**src/rtl/dcsg_pkg.sv**
```systemverilog
package dcsg_pkg;

    typedef enum logic [1:0] {
        OP_PRE = 2'd0,
        OP_ACT = 2'd1,
        OP_RD  = 2'd2,
        OP_WR  = 2'd3
    } dram_op_e;

    typedef enum logic [1:0] {
        ST_IDLE,
        ST_PRE,
        ST_ACT,
        ST_XFER
    } seq_state_e;

endpackage

```
**src/rtl/dcsg_row_table.sv**
```systemverilog
module dcsg_row_table #(
    parameter int NUM_BANKS = 8,
    parameter int ROW_W     = 14,
    localparam int BANK_W   = $clog2(NUM_BANKS)
) (
    input  logic              clk,
    input  logic              rst_n,
    input  logic              clear_all,
    input  logic              set_en,
    input  logic [BANK_W-1:0] set_bank,
    input  logic [ROW_W-1:0]  set_row,
    input  logic              drop_en,
    input  logic [BANK_W-1:0] drop_bank,
    input  logic [BANK_W-1:0] look_bank,
    output logic              look_valid,
    output logic [ROW_W-1:0]  look_row
);

    logic                 open_q [NUM_BANKS];
    logic [ROW_W-1:0]     row_q  [NUM_BANKS];
    logic [NUM_BANKS-1:0] open_vec;

    for (genvar b = 0; b < NUM_BANKS; b++) begin : g_bank
        always_ff @(posedge clk) begin
            if (!rst_n) begin
                open_q[b] <= 1'b0;
                row_q[b]  <= '0;
            end else if (clear_all) begin
                open_q[b] <= 1'b0;
            end else if (set_en && (set_bank == BANK_W'(b))) begin
                open_q[b] <= 1'b1;
                row_q[b]  <= set_row;
            end else if (drop_en && (drop_bank == BANK_W'(b))) begin
                open_q[b] <= 1'b0;
            end
        end
    end

    always_comb begin
        for (int i = 0; i < NUM_BANKS; i++) begin
            open_vec[i] = open_q[i];
        end
    end

    assign look_valid = open_q[look_bank];
    assign look_row   = row_q[look_bank];

    // a clear leaves no bank open, whatever else happened that cycle
    a_r7_clear_wins: assert property (@(posedge clk) disable iff (!rst_n)
        clear_all |=> (open_vec == '0));

    // an activate handoff records the row
    a_r6_act_records: assert property (@(posedge clk) disable iff (!rst_n)
        (set_en && !clear_all) |=> (open_q[$past(set_bank)] && (row_q[$past(set_bank)] == $past(set_row))));

    // a precharge handoff closes the bank
    a_r6_pre_closes: assert property (@(posedge clk) disable iff (!rst_n)
        (drop_en && !set_en) |=> !open_q[$past(drop_bank)]);

endmodule

```
**src/rtl/dcsg_seq_fsm.sv**
```systemverilog
module dcsg_seq_fsm
    import dcsg_pkg::*;
#(
    parameter int NUM_BANKS = 8,
    parameter int ROW_W     = 14,
    localparam int BANK_W   = $clog2(NUM_BANKS)
) (
    input  logic              clk,
    input  logic              rst_n,
    input  logic              req_valid,
    input  logic [BANK_W-1:0] req_bank,
    input  logic [ROW_W-1:0]  req_row,
    input  logic              req_write,
    input  logic              bank_open,
    input  logic [ROW_W-1:0]  bank_row,
    input  logic              close_all,
    input  logic              cmd_ready,
    output logic              req_ready,
    output logic              cmd_valid,
    output logic [1:0]        cmd_op,
    output logic [BANK_W-1:0] cmd_bank,
    output logic [ROW_W-1:0]  cmd_row,
    output logic              cmd_last,
    output logic              act_done,
    output logic              pre_done
);

    seq_state_e        state_q, state_d;
    logic [BANK_W-1:0] bank_q;
    logic [ROW_W-1:0]  row_q;
    logic              wr_q;
    logic              accept, fire, open_eff;
    seq_state_e        first_st;

    assign accept   = req_valid && (state_q == ST_IDLE);
    assign fire     = cmd_valid && cmd_ready;
    assign open_eff = bank_open && !close_all;

    always_comb begin
        if (!open_eff)                first_st = ST_ACT;
        else if (bank_row == req_row) first_st = ST_XFER;
        else                          first_st = ST_PRE;
    end

    always_comb begin
        state_d = state_q;
        unique case (state_q)
            ST_IDLE: if (accept) state_d = first_st;
            ST_PRE:  if (fire)   state_d = ST_ACT;
            ST_ACT:  if (fire)   state_d = ST_XFER;
            ST_XFER: if (fire)   state_d = ST_IDLE;
        endcase
    end

    always_ff @(posedge clk) begin
        if (!rst_n) begin
            state_q <= ST_IDLE;
            bank_q  <= '0;
            row_q   <= '0;
            wr_q    <= 1'b0;
        end else begin
            state_q <= state_d;
            if (accept) begin
                bank_q <= req_bank;
                row_q  <= req_row;
                wr_q   <= req_write;
            end
        end
    end

    always_comb begin
        req_ready = 1'b0;
        cmd_valid = 1'b1;
        cmd_last  = 1'b0;
        cmd_op    = OP_PRE;
        unique case (state_q)
            ST_IDLE: begin
                req_ready = 1'b1;
                cmd_valid = 1'b0;
            end
            ST_PRE:  cmd_op = OP_PRE;
            ST_ACT:  cmd_op = OP_ACT;
            ST_XFER: begin
                cmd_op   = wr_q ? OP_WR : OP_RD;
                cmd_last = 1'b1;
            end
        endcase
    end

    assign cmd_bank = bank_q;
    assign cmd_row  = row_q;
    assign act_done = fire && (state_q == ST_ACT);
    assign pre_done = fire && (state_q == ST_PRE);

    // a stalled command is held
    a_r9_hold_stalled: assert property (@(posedge clk) disable iff (!rst_n)
        (cmd_valid && !cmd_ready) |=> (cmd_valid && $stable(cmd_op) && $stable(cmd_bank)
                                       && $stable(cmd_row) && $stable(cmd_last)));

    // the final handoff reopens the request side
    a_r8_ready_after_last: assert property (@(posedge clk) disable iff (!rst_n)
        (cmd_valid && cmd_ready && cmd_last) |=> req_ready);

    // an accepted request shows its first command next cycle
    a_r8_accept_starts: assert property (@(posedge clk) disable iff (!rst_n)
        (req_valid && req_ready) |=> (cmd_valid && !req_ready));

    // only a data command closes a sequence
    a_r5_last_is_data: assert property (@(posedge clk) disable iff (!rst_n)
        (cmd_valid && cmd_last) |-> (cmd_op == OP_RD || cmd_op == OP_WR));

    // a precharge is always followed by an activate
    a_r3_pre_then_act: assert property (@(posedge clk) disable iff (!rst_n)
        (cmd_valid && cmd_ready && cmd_op == OP_PRE) |=> (cmd_valid && cmd_op == OP_ACT));

endmodule

```
**src/rtl/dram_cmd_seq_gen.sv**
```systemverilog
module dram_cmd_seq_gen #(
    parameter int NUM_BANKS = 8,
    parameter int ROW_W     = 14,
    localparam int BANK_W   = $clog2(NUM_BANKS)
) (
    input  logic              clk,
    input  logic              rst_n,
    input  logic              req_valid,
    output logic              req_ready,
    input  logic [BANK_W-1:0] req_bank,
    input  logic [ROW_W-1:0]  req_row,
    input  logic              req_write,
    input  logic              close_all,
    output logic              cmd_valid,
    input  logic              cmd_ready,
    output logic [1:0]        cmd_op,
    output logic [BANK_W-1:0] cmd_bank,
    output logic [ROW_W-1:0]  cmd_row,
    output logic              cmd_last
);

    logic             look_valid;
    logic [ROW_W-1:0] look_row;
    logic             act_done, pre_done;

    dcsg_row_table #(
        .NUM_BANKS (NUM_BANKS),
        .ROW_W     (ROW_W)
    ) u_table (
        .clk        (clk),
        .rst_n      (rst_n),
        .clear_all  (close_all),
        .set_en     (act_done),
        .set_bank   (cmd_bank),
        .set_row    (cmd_row),
        .drop_en    (pre_done),
        .drop_bank  (cmd_bank),
        .look_bank  (req_bank),
        .look_valid (look_valid),
        .look_row   (look_row)
    );

    dcsg_seq_fsm #(
        .NUM_BANKS (NUM_BANKS),
        .ROW_W     (ROW_W)
    ) u_fsm (
        .clk       (clk),
        .rst_n     (rst_n),
        .req_valid (req_valid),
        .req_bank  (req_bank),
        .req_row   (req_row),
        .req_write (req_write),
        .bank_open (look_valid),
        .bank_row  (look_row),
        .close_all (close_all),
        .cmd_ready (cmd_ready),
        .req_ready (req_ready),
        .cmd_valid (cmd_valid),
        .cmd_op    (cmd_op),
        .cmd_bank  (cmd_bank),
        .cmd_row   (cmd_row),
        .cmd_last  (cmd_last),
        .act_done  (act_done),
        .pre_done  (pre_done)
    );

endmodule

```
**config.mk**
```make
export PLATFORM = sky130hd
export DESIGN_NAME = dram_cmd_seq_gen
export DESIGN_NICKNAME = d
export VERILOG_FILES = /design/src/rtl/dcsg_pkg.sv /design/src/rtl/dcsg_row_table.sv /design/src/rtl/dcsg_seq_fsm.sv /design/src/rtl/dram_cmd_seq_gen.sv
export SDC_FILE = /design/constraint.sdc
export NUM_CORES = 1
export LEC_CHECK = 0
export BUFFER_PORTS_ARGS = -buffer_cell sky130_fd_sc_hd__buf_2
export CORE_UTILIZATION = 30
export DETAILED_ROUTE_END_ITERATION = 8
export GPL_ROUTABILITY_DRIVEN = 0
export PLACE_DENSITY = 0.54
export SYNTH_ARGS = -nofsm -noshare
export SYNTH_HDL_FRONTEND = slang
export SYNTH_HIERARCHICAL = 1
export SYNTH_SLANG_ARGS = --single-unit
```
**constraint.sdc**
```tcl
create_clock -name clk -period 4.1 [get_ports clk]
set_clock_uncertainty 0.1 [all_clocks]
set_input_delay 0.82 -clock clk [delete_from_list [all_inputs] [get_ports clk]]
set_output_delay 0.82 -clock clk [all_outputs]
set_load 0.01 [all_outputs]
```
Yosys cells after proc, flatten, opt, wreduce, memory -nomap -nowiden:

Memory sizes are Yosys's and may differ from the RTL's.
Cells that the tools add are included.

* reduce and logical (&&, ||, !) cells: 25
* $mul: 0
* magnitude comparators: 0
* $add $sub $neg: 0
* bitwise gates (word level): 32
* shifts and indexed selects: 0
* div/mod/pow operators: 0
* muxes and demuxes: 120
* equality and inequality tests: 15

Operators with widths (number)
* two-way mux 14 bit: 8
* two-way mux 1 bit: 104
* bitwise OR 1 bit: 32
* logical AND 1 bit: 21
* equality test 14 bit: 1
* equality test 3 bit, second input constant: 4
* two-way mux 2 bit: 6
* != test 2 x 1 -> 1 bit, second input constant: 4
* one-hot mux 2 bit (4 select lines): 1
* equality test 3 x 2 -> 1 bit, second input constant: 2
* equality test 2 bit, second input constant: 2
* one-hot mux 2 bit (2 select lines): 1
* AND reduction 4 bit: 1
* equality test 3 x 1 -> 1 bit, second input constant: 1
* logical NOT 3 bit: 1
* equality test 2 x 1 -> 1 bit, second input constant: 1
* logical NOT 2 bit: 1
* logical NOT 1 bit: 1

* input bits: 23
* word-level logic and storage cells: 198
* memories kept: 2
* bits in writable memories: 120
* latch bits: 0
* bits in read-only memories: 0
* output and inout port bits: 22
* register bits after elaboration: 20

Memories
* u_table.row_q: words 8, bits a word 14, read ports 1, clocked after Yosys merged registers in 0, write ports 8, RTL line dcsg_row_table.sv:20 `logic [ROW_W-1:0] row_q [NUM_BANKS];`
* u_table.open_q: words 8, bits a word 1, read ports 1, clocked after Yosys merged registers in 0, write ports 8, RTL line dcsg_row_table.sv:19 `logic open_q [NUM_BANKS];`

Longest topological paths before layout:

* depth in word-level cells: 11
* depth in mapped cells: 7
* gate-level depth less buffers: 6

Cells and area by module:

The synthesis kept the hierarchy.

Modules (own cells, without submodules)
* dcsg_row_table: sequential area each 3593.4 sq um, area each 5656.7 sq um, times used 1, cells each 372
* dcsg_seq_fsm: sequential area each 400.4 sq um, area each 988.4 sq um, times used 1, cells each 126

Worst setup path before layout:

No wires, ideal clock.

* path type: reg2reg
* start: register u_fsm.state_q[0]
* end: memory u_table.row_q[0][0] (enable)
* data required time: 3.593 ns
* stages on the path, launching flop included: 7
* arrival: 2.730 ns
* slack: 0.863 ns
* setup time: 0.407 ns
* path buffers: 0
* clock period less this slack: 3.237 ns
* path through: dfxtp_1 inv_1 ha_1 inv_1 and3_1 or3b_2 o31ai_1

RTL lines
* start, declared: RTL line dcsg_seq_fsm.sv:28 `seq_state_e state_q, state_d;`
* start signal, assigned: RTL line dcsg_seq_fsm.sv:62 `state_q <= state_d;`
* end, declared: RTL line dcsg_row_table.sv:20

Worst setup path in the final report:

* start: input port req_bank[0]
* end: register u_fsm.state_q[1]

* cells in the longest elaborated chain, start to end: 6
* elaborated cells between the ends (all ways): 8
* those cells by class: 1 x eq/ne; 4 x mux; 1 x reduce/logical; 2 x memory

RTL lines
* start, declared: RTL line dram_cmd_seq_gen.sv:10 `input logic [BANK_W-1:0] req_bank,`
* memory read (8 x 14 bit)
* named net look_row[5]: RTL line dram_cmd_seq_gen.sv:23 `logic [ROW_W-1:0] look_row;`
* equality test 14 bit: RTL line dcsg_seq_fsm.sv:41 `else if (bank_row == req_row) first_st = ST_XFER;`
* two-way mux 2 bit: RTL line dcsg_seq_fsm.sv:41
* two-way mux 2 bit: RTL line dcsg_seq_fsm.sv:40 `if (!open_eff) first_st = ST_ACT;`
* two-way mux 2 bit: RTL line dcsg_seq_fsm.sv:48 `ST_IDLE: if (accept) state_d = first_st;`
* one-hot mux 2 bit (4 select lines): RTL line dcsg_seq_fsm.sv:47 `unique case (state_q)`

The timed path passes the listed nets, and every way through them passes these cells. The select of a mux whose other input is x is not followed.
A chain may end at the register's enable or synchronous reset.

==> summary.md <==
| Metric | Value |
|---|---|
| N_diodes | `0` |
| Setup bufs post-CTS | `0` |
| Min Tclk post-route | `3.05 ns` |
| Share of post-route cells with drive strength above 1 | `0.200` |
| Reg power frac | `0.442` |
| CTS Hold Buffers Added | `0` |
| Detailed Route WL | `17.1 mm` |
| Clock sink total | `140` |
| DR vias | `4,373` |
| Syn avg cell area | `approximately 13 um^2` |
| Worst EP arrival | `roughly 3.3 ns` |
| Final Hold Vio Count | `0` |
| Worst skew pair latency | `between 0.4 and 0.5 ns` |
| Outcome | `complete, no violations` |
| Clk pwr share | `0.391` |
| Vias per cell | `5.28` |
| DRT Pass-1 Iters | `5` |
| #FFs+latches synth | `140` |
| Antenna Violating Nets Remaining | `0` |
| RSZ-0062 raised after global routing | `false` |
| # DRC | `0` |
| Switching pwr | `around 1.1 mW` |
| Crit. path cell count | `7` |
| Hold path depth | `2` |
| HP Class | `flip-flop to flip-flop` |
| FMAX | `0.328 GHz` |
| Worst Path Required | `4.34 ns` |
| GRT Overall Usage | `0.156` |
| CTS H-tree lvls | `4` |
| CTS tree | `done` |
| Chip width | `around 150 um` |
| Tightest Pin Transition | `1.02 ns` |
| Pwr dens | `between 500 and 600 nW/um^2` |
| Area after DPL | `7130 um^2` |
| Core area | `21,800 um^2` |
| Resize count post-CTS | `0` |
| Post-synth ARST share | `0` |
| Initial Util | `0.305` |
| Most common cell after layout, fill and taps aside | `edfxtp_1` |
| Max-slew violation count | `0` |
| Mapped Cells | `498` |
| Dpl hpwl | `10.7 mm` |
| Comb power frac | `0.167` |
| Cell area after layout | `7710 um^2` |
| Switching fraction of total power | `0.280` |
| CP cell instances | `buf_2, mux4_1, mux2_2, xor2_1, nor4_1, nand4_1, a31oi_1` |
| Maximum clock insertion buffer count | `2` |
| Most used DFF post-synth | `edfxtp_1` |
| Int Power | `2.79 mW` |
| Worst path buffer plus inverter count | `1` |
| Critical path's slowest cell | `mux4_1` |
| Reg2reg setup slack | `1.33 ns` |
| Critical Path End Type | `flip-flop` |
| Syn nets | `525` |
| Final Cycle Share | `0.744` |
| Placement Setup Slack | `0.633 ns` |
| Root buffer cell | `clkbuf_16` |
| CP startpoint kind | `input pin` |
| Die area | `22,700 um^2` |
| Leak | `2.68 nW` |
| Post-synthesis cell type count | `42` |
| Initial DRC Count | `296` |
| Worst VDD drop | `280 uV` |
| Crit path kind | `input pin to flip-flop` |
| Synth Warn # | `6` |
| Critical path's top delay family | `multiplexers` |
| Hold path startpoint | `u_fsm/wr_q$_SDFFE_PN0P_` |
| Hold slack final | `0.372 ns` |
| Seq/Total Area, Yosys | `0.601` |
| Die Span Y | `151 um` |
| Number of port buffers | `44` |
| Crit Path Max Fanout | `18` |
| Avg WL per Cell | `20.6 um` |
| Worst R2R End | `u_table/row_q[0][12]$_SDFFCE_PN0P_` |
| CP peak stage delay | `approximately 0.65 ns` |
| Rel. slew slack | `0.321` |
| Final nets | `between 500 and 600` |
| Antenna violations before repair | `0` |
| Worst r2r path cells | `7` |
| Crit Reg-Reg Startpoint | `u_fsm/state_q[1]$_SDFFE_PN0P_` |
| First-pass GRT wire length | `25.7 mm` |
| Number of flops mapped to enable cells by yosys | `119` |
| Vias in the first global route | `4,248` |
| Hold endpoint | `u_fsm/wr_q$_SDFFE_PN0P_` |
| Gr ovfl total | `0` |
| Setup ws final | `1.05 ns` |
| FP Rows | `54` |
| MaxCap Viol Count | `0` |
| Largest net degree at the start of global routing | `61` |
| I/O Pins | `45` |
| Final setup fails | `0` |
| Syn-to-layout area delta | `16.0%` |
| TritonCTS Buffers | `17` |
| Mapped Area | `6650 um^2` |
| Clk slew on worst S/H paths | `0.06 ns` |
| Setup TNS | `0 ns` |
| Most frequent cells in the layout | `edfxtp_1, nor3_1, buf_2, nand2_1, mux4_1` |
-- power by group through the flow --
stage,Combinational (mW),Clock (mW),Sequential (mW)
6_report,0.646,1.52,1.71
5_1_grt,0.703,1.60,1.73
4_1_cts,0.647,1.54,1.71
3_5_place_dp,0.644,0,1.74
3_3_place_gp,0.629,0,1.74
2_1_floorplan,0.425,0,1.72
-- registers in the layout, summed over array words and instances (netlist names) --
signal          flops
u_fsm/cmd_bank      3
u_fsm/cmd_row      14
u_fsm/state_q       2
u_fsm/wr_q          1
u_table/open_q      8
u_table/row_q     112
-- cell families after synthesis --
family          share of synthesized area
compound gates                     0.0352
xor+xnor                           0.0185
fa+ha+maj                         0.00753
buf+inv                            0.0435
flops                               0.601
mux                                 0.144
simple gates                        0.150
-- cell usage after synthesis (6+ instances only) --
| cell type | n | area share |
|---|---|---|
| o21ai_0 | 7 | 0.0053 |
| nor3_1 | 113 | 0.085 |
| buf_6 | 6 | 0.010 |
| xor2_1 | 14 | 0.018 |
| dfxtp_1 | 21 | 0.063 |
| a21oi_1 | 19 | 0.014 |
| o211ai_1 | 6 | 0.0068 |
| mux2_2 | 15 | 0.025 |
| mux4_1 | 30 | 0.12 |
| buf_2 | 8 | 0.0060 |
| nand2_1 | 44 | 0.025 |
| nor2_1 | 7 | 0.0040 |
| clkbuf_1 | 21 | 0.012 |
| edfxtp_1 | 119 | 0.54 |
| clkinv_1 | 15 | 0.0085 |
-- tightest hold or removal path, cell delays in order (launching register included) --
cell and delay, ns:
dfxtp_1 0.32, nand2_1 0.05, a21oi_1 0.05
-- per-layer routing --
metal  track usage  part of all wire  vias to the layer above  wire, um
li1              -                 -                     2001         -
met1         0.201              0.43                     2218      7290
met3        0.0298             0.053                        7       902
met2         0.267              0.52                      147      8830
met5             0                 0                        -         0
met4        0.0395            0.0058                        0        99
-- per-stage QoR --
step	total power, mW	utilization	std cells
2_1_floorplan	2.15	-	498
3_3_place_gp	2.37	0.328	797
3_5_place_dp	2.39	0.328	797
4_1_cts	3.90	0.354	829
5_1_grt	4.03	0.354	829
6_report	3.88	0.354	829
-- cell type report --
| cell class | instances | area [um^2] |
|---|---|---|
| sequential | 140 | 3990 |
| multi-input combinational | 299 | 2380 |
| clock buffer | 19 | 433 |
| fill | 2090 | 14000 |
| clock inverter | 13 | 149 |
| timing repair buffer | 59 | 333 |
| inverter | 19 | 71.3 |
| tap | 280 | 350 |
-- worst max-delay path by stage --
| stage | startpoint | end |
|---|---|---|
| after global routing | req_bank[0] | u_fsm/state_q[1]$_SDFFE_PN0P_ |
| after CTS | req_bank[0] | u_fsm/state_q[1]$_SDFFE_PN0P_ |
| final | req_bank[0] | u_fsm/state_q[1]$_SDFFE_PN0P_ |
| after detailed placement | req_bank[0] | u_fsm/state_q[1]$_SDFFE_PN0P_ |
| after global placement | req_bank[0] | u_fsm/state_q[1]$_SDFFE_PN0P_ |
| after floorplan | u_fsm/state_q[0]$_SDFFE_PN0P_ | u_table/row_q[0][0]$_SDFFCE_PN0P_ |
Power figures use the tool's default switching activity.
